## src/rtl/lpc_pkg.sv

```systemverilog
package lpc_pkg;
  typedef enum logic [2:0] {
    ST_IDLE,
    ST_QREQ,
    ST_QWAIT,
    ST_DECODE,
    ST_WRCFG,
    ST_DONE,
    ST_ERROR
  } lpc_state_e;
endpackage

```

## src/rtl/lpc_rev_decode.sv

```systemverilog
module lpc_rev_decode #(
  parameter int DATA_W  = 16,
  parameter int CNT_NEW = 3,
  parameter int CNT_OLD = 4
) (
  input  logic [DATA_W-1:0] count,
  output logic              known,
  output logic              is_new
);
  localparam logic [DATA_W-1:0] CNT_NEW_V = DATA_W'(CNT_NEW);
  localparam logic [DATA_W-1:0] CNT_OLD_V = DATA_W'(CNT_OLD);

  logic hit_new, hit_old;

  always_comb begin
    hit_new = (count == CNT_NEW_V);
    hit_old = (count == CNT_OLD_V);
    known   = hit_new | hit_old;
    is_new  = hit_new;
  end
endmodule

```

## src/rtl/lpc_lat_encode.sv

```systemverilog
module lpc_lat_encode #(
  parameter int LAT_W   = 5,
  parameter int CODE_W  = 4,
  parameter int NEW_OFS = 2,
  parameter int OLD_OFS = 3
) (
  input  logic [LAT_W-1:0]  tgt,
  input  logic              is_new,
  output logic [CODE_W-1:0] code,
  output logic              fits
);
  localparam int CODE_MAX = (1 << (CODE_W - 1)) - 1;

  logic [1:0]              fit_v;
  logic [CODE_W-1:0]       code_v [2];

  // variant 0 = older revision, variant 1 = newer revision
  for (genvar v = 0; v < 2; v++) begin : g_rev
    localparam logic [LAT_W-1:0] OFS_V = LAT_W'((v == 1) ? NEW_OFS : OLD_OFS);
    logic [LAT_W-1:0] diff;
    assign diff      = tgt - OFS_V;
    assign fit_v[v]  = (tgt >= OFS_V) && (diff <= LAT_W'(CODE_MAX));
    assign code_v[v] = diff[CODE_W-1:0];
  end

  always_comb begin
    code = is_new ? code_v[1] : code_v[0];
    fits = is_new ? fit_v[1]  : fit_v[0];
  end
endmodule

```

## src/rtl/lpc_seq.sv

```systemverilog
module lpc_seq
  import lpc_pkg::*;
#(
  parameter int ADDR_W      = 8,
  parameter int DATA_W      = 16,
  parameter int LAT_W       = 5,
  parameter int CODE_W      = 4,
  parameter int CFG_W       = 16,
  parameter int CODE_LSB    = 10,
  parameter int EDGE_BIT    = 6,
  parameter int ADDR_WIDE   = 'h2C,
  parameter int ADDR_NARROW = 'h58
) (
  input  logic              clk,
  input  logic              rst,
  input  logic              start,
  input  logic              wide_mode,
  input  logic [LAT_W-1:0]  tgt_lat,
  output logic              rd_req,
  output logic [ADDR_W-1:0] rd_addr,
  input  logic              rd_ack,
  input  logic [DATA_W-1:0] rd_data,
  output logic              wr_req,
  output logic [CFG_W-1:0]  wr_data,
  input  logic              wr_ack,
  output logic              done,
  output logic              error,
  output logic              rev_new,
  output logic [CODE_W-1:0] lat_code,
  output logic [DATA_W-1:0] cnt_q,
  output logic [LAT_W-1:0]  tgt_q,
  input  logic              dec_known,
  input  logic              dec_new,
  input  logic [CODE_W-1:0] enc_code,
  input  logic              enc_fits
);
  localparam logic [ADDR_W-1:0] A_WIDE   = ADDR_W'(ADDR_WIDE);
  localparam logic [ADDR_W-1:0] A_NARROW = ADDR_W'(ADDR_NARROW);

  lpc_state_e st, nxt;
  logic       accept_start, rd_done;

  function automatic logic [CFG_W-1:0] cfg_word(input logic [CODE_W-1:0] c);
    logic [CFG_W-1:0] w;
    w = '0;
    w[CODE_LSB +: CODE_W] = c;
    w[EDGE_BIT] = 1'b1;
    return w;
  endfunction

  always_comb begin
    accept_start = start && (st == ST_IDLE || st == ST_DONE || st == ST_ERROR);
    rd_done      = rd_ack && (st == ST_QREQ || st == ST_QWAIT);
  end

  always_comb begin
    nxt = st;
    case (st)
      ST_IDLE:   if (start) nxt = ST_QREQ;
      ST_QREQ,
      ST_QWAIT:  nxt = rd_ack ? ST_DECODE : ST_QWAIT;
      ST_DECODE: nxt = (dec_known && enc_fits) ? ST_WRCFG : ST_ERROR;
      ST_WRCFG:  if (wr_ack) nxt = ST_DONE;
      ST_DONE,
      ST_ERROR:  if (start) nxt = ST_QREQ;
      default:   nxt = ST_IDLE;
    endcase
  end

  always_ff @(posedge clk) begin
    if (rst) begin
      st       <= ST_IDLE;
      rd_req   <= 1'b0;
      wr_req   <= 1'b0;
      done     <= 1'b0;
      error    <= 1'b0;
      rd_addr  <= '0;
      wr_data  <= '0;
      rev_new  <= 1'b0;
      lat_code <= '0;
      cnt_q    <= '0;
      tgt_q    <= '0;
    end else begin
      st     <= nxt;
      rd_req <= (nxt == ST_QREQ) || (nxt == ST_QWAIT);
      wr_req <= (nxt == ST_WRCFG);
      done   <= (nxt == ST_DONE);
      error  <= (nxt == ST_ERROR);
      if (accept_start) begin
        rd_addr  <= wide_mode ? A_WIDE : A_NARROW;
        tgt_q    <= tgt_lat;
        rev_new  <= 1'b0;
        lat_code <= '0;
        wr_data  <= '0;
      end
      if (rd_done) cnt_q <= rd_data;
      if (st == ST_DECODE && nxt == ST_WRCFG) begin
        rev_new  <= dec_new;
        lat_code <= enc_code;
        wr_data  <= cfg_word(enc_code);
      end
    end
  end

  AST_RD_HOLD: assert property (@(posedge clk) disable iff (rst)
    rd_req && !rd_ack |=> rd_req);
  AST_RD_DROP: assert property (@(posedge clk) disable iff (rst)
    rd_req && rd_ack |=> !rd_req);
  AST_WR_HOLD: assert property (@(posedge clk) disable iff (rst)
    wr_req && !wr_ack |=> wr_req && $stable(wr_data));
  AST_ONE_BUS: assert property (@(posedge clk) disable iff (rst)
    !(rd_req && wr_req));
  AST_ADDR_LEGAL: assert property (@(posedge clk) disable iff (rst)
    rd_req |-> (rd_addr == A_WIDE) || (rd_addr == A_NARROW));
  AST_WR_FORMAT: assert property (@(posedge clk) disable iff (rst)
    wr_req |-> wr_data[EDGE_BIT] && (wr_data[CODE_LSB +: CODE_W] == lat_code));
  AST_DONE_HOLD: assert property (@(posedge clk) disable iff (rst)
    done && !start |=> done && $stable(lat_code) && $stable(rev_new));
  AST_DONE_EXCL: assert property (@(posedge clk) disable iff (rst)
    !(done && error));
  AST_ERR_CLEAR: assert property (@(posedge clk) disable iff (rst)
    $rose(error) |-> !rev_new && (lat_code == '0));
endmodule

```

## src/rtl/lat_probe_top.sv

```systemverilog
module lat_probe_top #(
  parameter int ADDR_W      = 8,
  parameter int DATA_W      = 16,
  parameter int LAT_W       = 5,
  parameter int CODE_W      = 4,
  parameter int CFG_W       = 16,
  parameter int CODE_LSB    = 10,
  parameter int EDGE_BIT    = 6,
  parameter int ADDR_WIDE   = 'h2C,
  parameter int ADDR_NARROW = 'h58,
  parameter int CNT_NEW     = 3,
  parameter int CNT_OLD     = 4,
  parameter int NEW_OFS     = 2,
  parameter int OLD_OFS     = 3
) (
  input  logic              clk,
  input  logic              rst,
  input  logic              start,
  input  logic              wide_mode,
  input  logic [LAT_W-1:0]  tgt_lat,
  output logic              rd_req,
  output logic [ADDR_W-1:0] rd_addr,
  input  logic              rd_ack,
  input  logic [DATA_W-1:0] rd_data,
  output logic              wr_req,
  output logic [CFG_W-1:0]  wr_data,
  input  logic              wr_ack,
  output logic              done,
  output logic              error,
  output logic              rev_new,
  output logic [CODE_W-1:0] lat_code
);
  logic [DATA_W-1:0] cnt_q;
  logic [LAT_W-1:0]  tgt_q;
  logic              dec_known, dec_new, enc_fits;
  logic [CODE_W-1:0] enc_code;

  lpc_rev_decode #(
    .DATA_W (DATA_W),
    .CNT_NEW(CNT_NEW),
    .CNT_OLD(CNT_OLD)
  ) u_dec (
    .count (cnt_q),
    .known (dec_known),
    .is_new(dec_new)
  );

  lpc_lat_encode #(
    .LAT_W  (LAT_W),
    .CODE_W (CODE_W),
    .NEW_OFS(NEW_OFS),
    .OLD_OFS(OLD_OFS)
  ) u_enc (
    .tgt   (tgt_q),
    .is_new(dec_new),
    .code  (enc_code),
    .fits  (enc_fits)
  );

  lpc_seq #(
    .ADDR_W     (ADDR_W),
    .DATA_W     (DATA_W),
    .LAT_W      (LAT_W),
    .CODE_W     (CODE_W),
    .CFG_W      (CFG_W),
    .CODE_LSB   (CODE_LSB),
    .EDGE_BIT   (EDGE_BIT),
    .ADDR_WIDE  (ADDR_WIDE),
    .ADDR_NARROW(ADDR_NARROW)
  ) u_seq (
    .clk      (clk),
    .rst      (rst),
    .start    (start),
    .wide_mode(wide_mode),
    .tgt_lat  (tgt_lat),
    .rd_req   (rd_req),
    .rd_addr  (rd_addr),
    .rd_ack   (rd_ack),
    .rd_data  (rd_data),
    .wr_req   (wr_req),
    .wr_data  (wr_data),
    .wr_ack   (wr_ack),
    .done     (done),
    .error    (error),
    .rev_new  (rev_new),
    .lat_code (lat_code),
    .cnt_q    (cnt_q),
    .tgt_q    (tgt_q),
    .dec_known(dec_known),
    .dec_new  (dec_new),
    .enc_code (enc_code),
    .enc_fits (enc_fits)
  );
endmodule

```

## config.mk

```make
export PLATFORM = sky130hd
export DESIGN_NAME = lat_probe_top
export DESIGN_NICKNAME = d
export VERILOG_FILES = /design/src/rtl/lpc_pkg.sv /design/src/rtl/lpc_rev_decode.sv /design/src/rtl/lpc_lat_encode.sv /design/src/rtl/lpc_seq.sv /design/src/rtl/lat_probe_top.sv
export SDC_FILE = /design/constraint.sdc
export NUM_CORES = 1
export LEC_CHECK = 0
export BUFFER_PORTS_ARGS = -buffer_cell sky130_fd_sc_hd__buf_2
export CAP_MARGIN = 15
export CORE_MARGIN = 2
export CORE_UTILIZATION = 30
export DETAILED_ROUTE_END_ITERATION = 8
export GPL_TIMING_DRIVEN = 0
export PLACE_DENSITY = 0.54
export RECOVER_POWER = 50
export SYNTH_ARGS = -nofsm -noshare
export SYNTH_HDL_FRONTEND = slang
export SYNTH_HIERARCHICAL = 1
export SYNTH_SLANG_ARGS = --single-unit
export TNS_END_PERCENT = 50
```

## constraint.sdc

```tcl
create_clock -name clk -period 2.3 [get_ports clk]
set_input_delay 0 -clock clk [delete_from_list [all_inputs] [get_ports clk]]
set_output_delay 0 -clock clk [all_outputs]
set_load 0.005 [all_outputs]
```

# Yosys cells after proc, flatten, opt, wreduce, memory -nomap -nowiden
# Cells that the tools add are included.
[word_totals] regBits=46 elab_cells=59
[classes] addsub=2 n_lt_le_gt_ge=4 n_eq_ne=13 mux=14 bitwise=1 n_reduce_logical=14
[op_table] operator="$mux W14" n=2
[op_table] operator="$eq A3 B3 Y1 const B" n=6
[op_table] operator="$eq A16 B2 Y1 const B" n=1
[op_table] operator="$eq A16 B3 Y1 const B" n=1
[op_table] operator="$mux W4" n=3
[op_table] operator="$pmux W3 S4" n=1
[op_table] operator="$ge A5 B2 Y1 const B" n=2
[op_table] operator="$le A5 B3 Y1 const B" n=2
[op_table] operator="$sub A5 B2 Y5 const B" n=2
[op_table] operator="$eq A3 B2 Y1 const B" n=3
[op_table] operator="$mux W7" n=1
[op_table] operator="$eq A3 B1 Y1 const B" n=2
[op_table] operator="$logic_and A1 B1 Y1" n=6
[op_table] operator="$mux W3" n=2
[op_table] operator="$logic_or A1 B1 Y1" n=4
[op_table] operator="$mux W1" n=4
[op_table] operator="$logic_not A3 Y1" n=1
[op_table] operator="$reduce_or A3 Y1" n=1
[op_table] operator="$mux W2" n=1
[op_table] operator="$reduce_bool A2 Y1" n=1
[op_table] operator="$reduce_or A2 Y1" n=1
[op_table] operator="$or A1 B1 Y1" n=1

# Logic depth before layout (Yosys ltp)
[depth] depth_word=10 depth_mapped=11 depth_no_buf=10

# Hierarchy
# The synthesis kept the hierarchy.
[by_module_without_submodules] module="lpc_seq" instances=1 cells_each=176 area_per_inst_um2=1650.3
[by_module_without_submodules] module="lpc_lat_encode" instances=1 cells_each=31 area_per_inst_um2=241.5
[by_module_without_submodules] module="lpc_rev_decode" instances=1 cells_each=10 area_per_inst_um2=51.3

# Worst setup path after synthesis
# No wires, ideal clock.
[synth_timing] path_kind="reg-to-reg" startpoint="register u_seq.tgt_q[0]" endpoint="register u_seq.wr_data[11]" arrival_ps=2004 required_ps=2168 path_slack_ps=164 stages_incl_launch_ff=11 path_buffers=1 synth_period_minus_slack_ps=2136 path_cell_list="dfxtp_1 -> ha_1 -> xor2_1 -> nor4_1 -> or4_1 -> o21ai_0 -> and3_4 -> buf_6 -> nand2_1 -> o211ai_1 -> a21oi_1"
[synth_via] elab_chain_cells=10 word_cells_on_any_way=17 cone_classes="add/sub: 2; order compare: 4; eq/ne: 1; mux: 5; reduce/logical: 5"
[synth_rtl] element="from (decl)" line_no="lpc_seq.sv:31" source="output logic [LAT_W-1:0] tgt_q,"
[synth_rtl] element="from (signal assigned)" line_no="lpc_seq.sv:91" source="tgt_q <= tgt_lat;"
[synth_rtl] element="$sub A5 B2 Y5" line_no="lpc_lat_encode.sv:21" source="assign diff = tgt - OFS_V;"
[synth_rtl] element="$le A5 B3 Y1" line_no="lpc_lat_encode.sv:22" source="assign fit_v[v] = (tgt >= OFS_V) && (diff <= LAT_W'(CODE_MAX));"
[synth_rtl] element="$logic_and A1 B1 Y1" line_no="lpc_lat_encode.sv:22"
[synth_rtl] element="$mux W1 (*)" line_no="lpc_lat_encode.sv:28" source="fits = is_new ? fit_v[1] : fit_v[0];"
[synth_rtl] element="named net enc_fits" line_no="lat_probe_top.sv:35" source="logic dec_known, dec_new, enc_fits;"
[synth_rtl] element="$logic_and A1 B1 Y1 (*)" line_no="lpc_seq.sv:62" source="ST_DECODE: nxt = (dec_known && enc_fits) ? ST_WRCFG : ST_ERROR;"
[synth_rtl] element="$mux W2 (*)" line_no="lpc_seq.sv:62"
[synth_rtl] element="$pmux W3 S4 (*)" line_no="lpc_seq.sv:58" source="case (st)"
[synth_rtl] element="$eq A3 B3 Y1 (*)" line_no="lpc_seq.sv:97" source="if (st == ST_DECODE && nxt == ST_WRCFG) begin"
[synth_rtl] element="$logic_and A1 B1 Y1 (*)" line_no="lpc_seq.sv:97"
[synth_rtl] element="$mux W14 or $reduce_bool A2 Y1 (tied branches)"
[synth_rtl] element="to (signal assigned)" line_no="lpc_seq.sv:100" source="wr_data <= cfg_word(enc_code);"
[synth_rtl] element="to (decl)" line_no="lpc_seq.sv:24" source="output logic [CFG_W-1:0] wr_data,"
# The timed path passes the listed nets; every way through them passes the cells marked *.
# A chain may end at the register's enable or synchronous reset.

# Worst setup path after layout
[layout_timing] startpoint="register u_seq.tgt_q[2]" endpoint="register u_seq.st[1]"
[layout_via] elab_chain_cells=7 word_cells_on_any_way=12 cone_classes="add/sub: 2; order compare: 4; mux: 3; reduce/logical: 3"
[layout_rtl] element="$sub A5 B2 Y5" line_no="lpc_lat_encode.sv:21"
[layout_rtl] element="$le A5 B3 Y1" line_no="lpc_lat_encode.sv:22"
[layout_rtl] element="$logic_and A1 B1 Y1" line_no="lpc_lat_encode.sv:22"
[layout_rtl] element="$mux W1 (*)" line_no="lpc_lat_encode.sv:28"
[layout_rtl] element="named net enc_fits" line_no="lat_probe_top.sv:35"
[layout_rtl] element="$logic_and A1 B1 Y1 (*)" line_no="lpc_seq.sv:62"
[layout_rtl] element="$mux W2 (*)" line_no="lpc_seq.sv:62"
[layout_rtl] element="$pmux W3 S4 (*)" line_no="lpc_seq.sv:58"
[layout_rtl] element="to (signal assigned)" line_no="lpc_seq.sv:84" source="st <= nxt;"
[layout_rtl] element="to (decl)" line_no="lpc_seq.sv:40" source="lpc_state_e st, nxt;"
# Marks and branches as above.

==> out/metrics.cfg <==
[outcome]
outcome=finished clean

[synthesis]
synth-xor-area-share_pct=3.16
syn_avg_cell_area_sq_um=8.95
synth_area_leader_cell=dfxtp_1
synth_top_area_share_pct=38.1
synthCells=217
synth-compound-area-share_pct=14.6
synth_flop_cell=dfxtp_1
synth_top_family_by_area=simple AND/OR/NAND/NOR gates
yosys.cell_types.count=40
synth_simple_gate_area_share_pct=15.2
synthAdderAreaFrac_pct=4.44
synthArstFlopShare_pct=0
ys_seq_elements=37
synth_mux_area_share_pct=10.3
seq_area_frac_synth_pct=38.1
synth_commonest_cells=dfxtp_1, buf_4, nor2_1
yosysMostFrequentCell=dfxtp_1
synth_edf_count=0
netlist_area_sq_mm=0.00194
ys_warn_count=6
synthTopCellsByArea=dfxtp_1, mux2i_1, buf_4

[sta]
skew_ns=0.00323
finalCriticalPeriod_ns=2.21
grt_setup_unrepaired=true
post-route-period-util_pct=96.1
fin_tns_setup_ns=0
hold_ws_ns=0.139
worst_pin_slew_ns=0.684
setup_violations=0
hold_viol_final=0
maxSlewHeadroom_pct=53.7
drv_slew=0
max_freq_mhz=452

[critical_path]
timing.rr.end=u_seq/st[1]$_SDFF_PP0_
worstPathMaxFanout=7
r2r_start=u_seq/tgt_q[2]$_SDFFE_PP0P_
critPathMaxStageDelay_ns=0.52
critical-path-top-delay-family=simple AND/OR/NAND/NOR gates
crit_path_top_delay_cell=or4_1
startpoint=u_seq/tgt_q[2]$_SDFFE_PP0P_
path_class=reg -> reg
end_kind=flop
crit_chain=inv_1 -> ha_1 -> a21oi_2 -> xor2_1 -> or4_1 -> o21ai_1 -> and3_4 -> o21ai_2 -> o211ai_2 -> buf_4 -> nor2_1
rr_worst_depth=11
critPathRequiredTime_ns=2.46
critPathLaunchType=flop
reg2reg_slack_ns=0.09
arrival_ns=2.37
path_buf_inv=2

[die]
rows=29
die_h_um=84.5
die_area_sq_mm=0.00714
boundaryPins=60
initial_core_util_pct=30.8
core-area_sq_mm=0.00631
die_w_um=84.5

[grt]
use_met3_pct=3.34
antenna_found_initial=0
grt_use_met1_pct=15.7
grt_busiest_layer=met2
grt_usage_pct=11.9
grtUsageMet2_pct=18.7
grt_max_degree=13
grt_pass1_wl_mm=6.89
grt_overflow=0
grt_pass1_vias=1522

[power_and_ir_drop]
clkPwrFrac_pct=34.8
switching_power_uw=520
internal_power_mw=1.39
leakage_nw=1.23
combPwrFrac_pct=26.0
powerDensity_mw_per_mm2=688
peakVddDrop_v=0.000349
swShare_pct=27.3
p_seq_share_pct=39.2

[placed_design]
gp_congestion=0.833
dpl.hpwl_mm=3.04
numPortBuffers=44

[detailed_routing]
post_drt_wl_per_cell_um=11.2
drc_errors=0
via_per_inst=4.45
vias=1726
dr.first_iter.drc_count=55
drt-total-wl_mm=4.34
dr.pass1.iters=4
ant_nets=0

[hold_path]
hold_path_class=in -> reg
hold_end=u_seq/wr_data[10]$_SDFFE_PP0P_
hold_path_depth=2
hp-start=rst

[cts]
cts_buffers=5
cts_tree=yes
path_clk_slew_ns=0.07
cts_buffer_depth=2
cts.sinks=37
clk_latency_ns=0.28
root_buffer=clkbuf_8
cts-htree-levels=2

[finish]
insertedDiodeCount=0
syn_to_final_growth_pct=42.8
nets=343
drive_above_1_share_pct=32.5

[flow_run]
drv_cap=0

power groups by stage:
stage | registers (mW) | logic [mW] | clock network [mW]
after CTS | 0.743 | 0.461 | 0.680
final | 0.748 | 0.497 | 0.664
after floorplan | 0.745 | 0.325 | 0
after global placement | 0.752 | 0.423 | 0
after global routing | 0.758 | 0.548 | 0.708
after detailed placement | 0.754 | 0.425 | 0
stage by stage:
step | worst slack (ns) | area, sq um | power (mW) | util [%] | instances
after floorplan | 0.164 | 1990 | 1.07 | - | 230
after global placement | -0.149 | 2310 | 1.18 | 36.6 | 351
after detailed placement | -0.147 | 2310 | 1.18 | 36.6 | 351
after CTS | 0.0169 | 2690 | 1.88 | 42.6 | 381
after global routing | -0.0427 | 2780 | 2.01 | 44.0 | 388
final | 0.0892 | 2780 | 1.91 | 44.0 | 388
repair_timing:
action / in CTS / in global routing
pin swaps: 4 / 9
hold endpoints to repair: 23 / 0
setup buffers: 0 / 8
endpoints found under the setup margin: 7 / 10
hold buffers: 22 / 0
resized for setup: 8 / 12
worst register-to-register path: cells and delay by family (launching register included):
kind,cells,cell delay [ns]
compound gates,4,0.42
xor+xnor,1,0.08
fa+ha+maj,1,0.20
buf+inv,2,0.22
flops,1,0.38
simple gates,3,0.80
logic make-up (layout without fill, tap and decap cells):
family          count (synthesis)  after routing
compound gates                 44             44
xor+xnor                        7              7
fa+ha+maj                       7              7
buf+inv                        41            122
flops                          37             37
mux                            20             20
other cells                     1             14
simple gates                   60             60
how the worst max path moves through the flow:
| stage | endpoint | slack, ns | cells after the start |
|---|---|---|---|
| final | u_seq/st[1]$_SDFF_PP0_ | 0.09 | 11 |
| after global routing | u_seq/rd_req$_SDFF_PP0_ | -0.04 | 10 |
| after CTS | u_seq/wr_data[13]$_SDFFE_PP0P_ | 0.02 | 10 |
| after detailed placement | u_seq/rd_req$_SDFF_PP0_ | -0.15 | 11 |
| after global placement | u_seq/rd_req$_SDFF_PP0_ | -0.15 | 11 |
| after floorplan | u_seq/wr_data[11]$_SDFFE_PP0P_ | 0.16 | 10 |
per-layer routing:
layer / up-vias / part of all wire (%)
met3: 5 / 6.8
met4: 0 / 0.97
met5: - / 0
li1: 897 / -
met2: 46 / 44
met1: 778 / 48
registers in the layout, indices dropped and copies added (netlist names):
name and count:
u_seq/cnt_q 16, u_seq/done 1, u_seq/error 1, u_seq/rd_addr 3
u_seq/rd_req 1, u_seq/rev_new 1, u_seq/st 3, u_seq/tgt_q 5
u_seq/wr_data 5, u_seq/wr_req 1
cell usage in the layout, fill, tap and decap left out, types with 2 or more instances in the layout:
cell type,instances
buf_2,40
dfxtp_1,32
buf_4,26
nor2_1,23
dlygate4sd3_1,22
mux2i_1,20
a21oi_1,15
conb_1,14
o21ai_0,12
clkbuf_1,11
nand3_1,11
nand2_1,6
inv_1,6
ha_1,6
clkbuf_4,6
clkbuf_8,5
o211ai_1,5
xor2_1,4
nor2b_1,3
dfxtp_2,3
bufinv_16,2
nor4_4,2
buf_6,2
xnor2_1,2
o21bai_1,2
nor4_1,2
and3b_1,2
dfxtp_4,2
area by class of cell:
| class | instances | area [sq um] |
|---|---|---|
| flip-flops and latches | 37 | 752 |
| multi-input cells | 152 | 1030 |
| well taps | 77 | 96.3 |
| fillers | 640 | 3540 |
| repair buffers | 74 | 494 |
| clock inverters | 3 | 65.1 |
| plain buffers | 34 | 245 |
| inverters | 6 | 22.5 |
| clock buffers | 5 | 68.8 |
(Power assumes the default switching activity.)
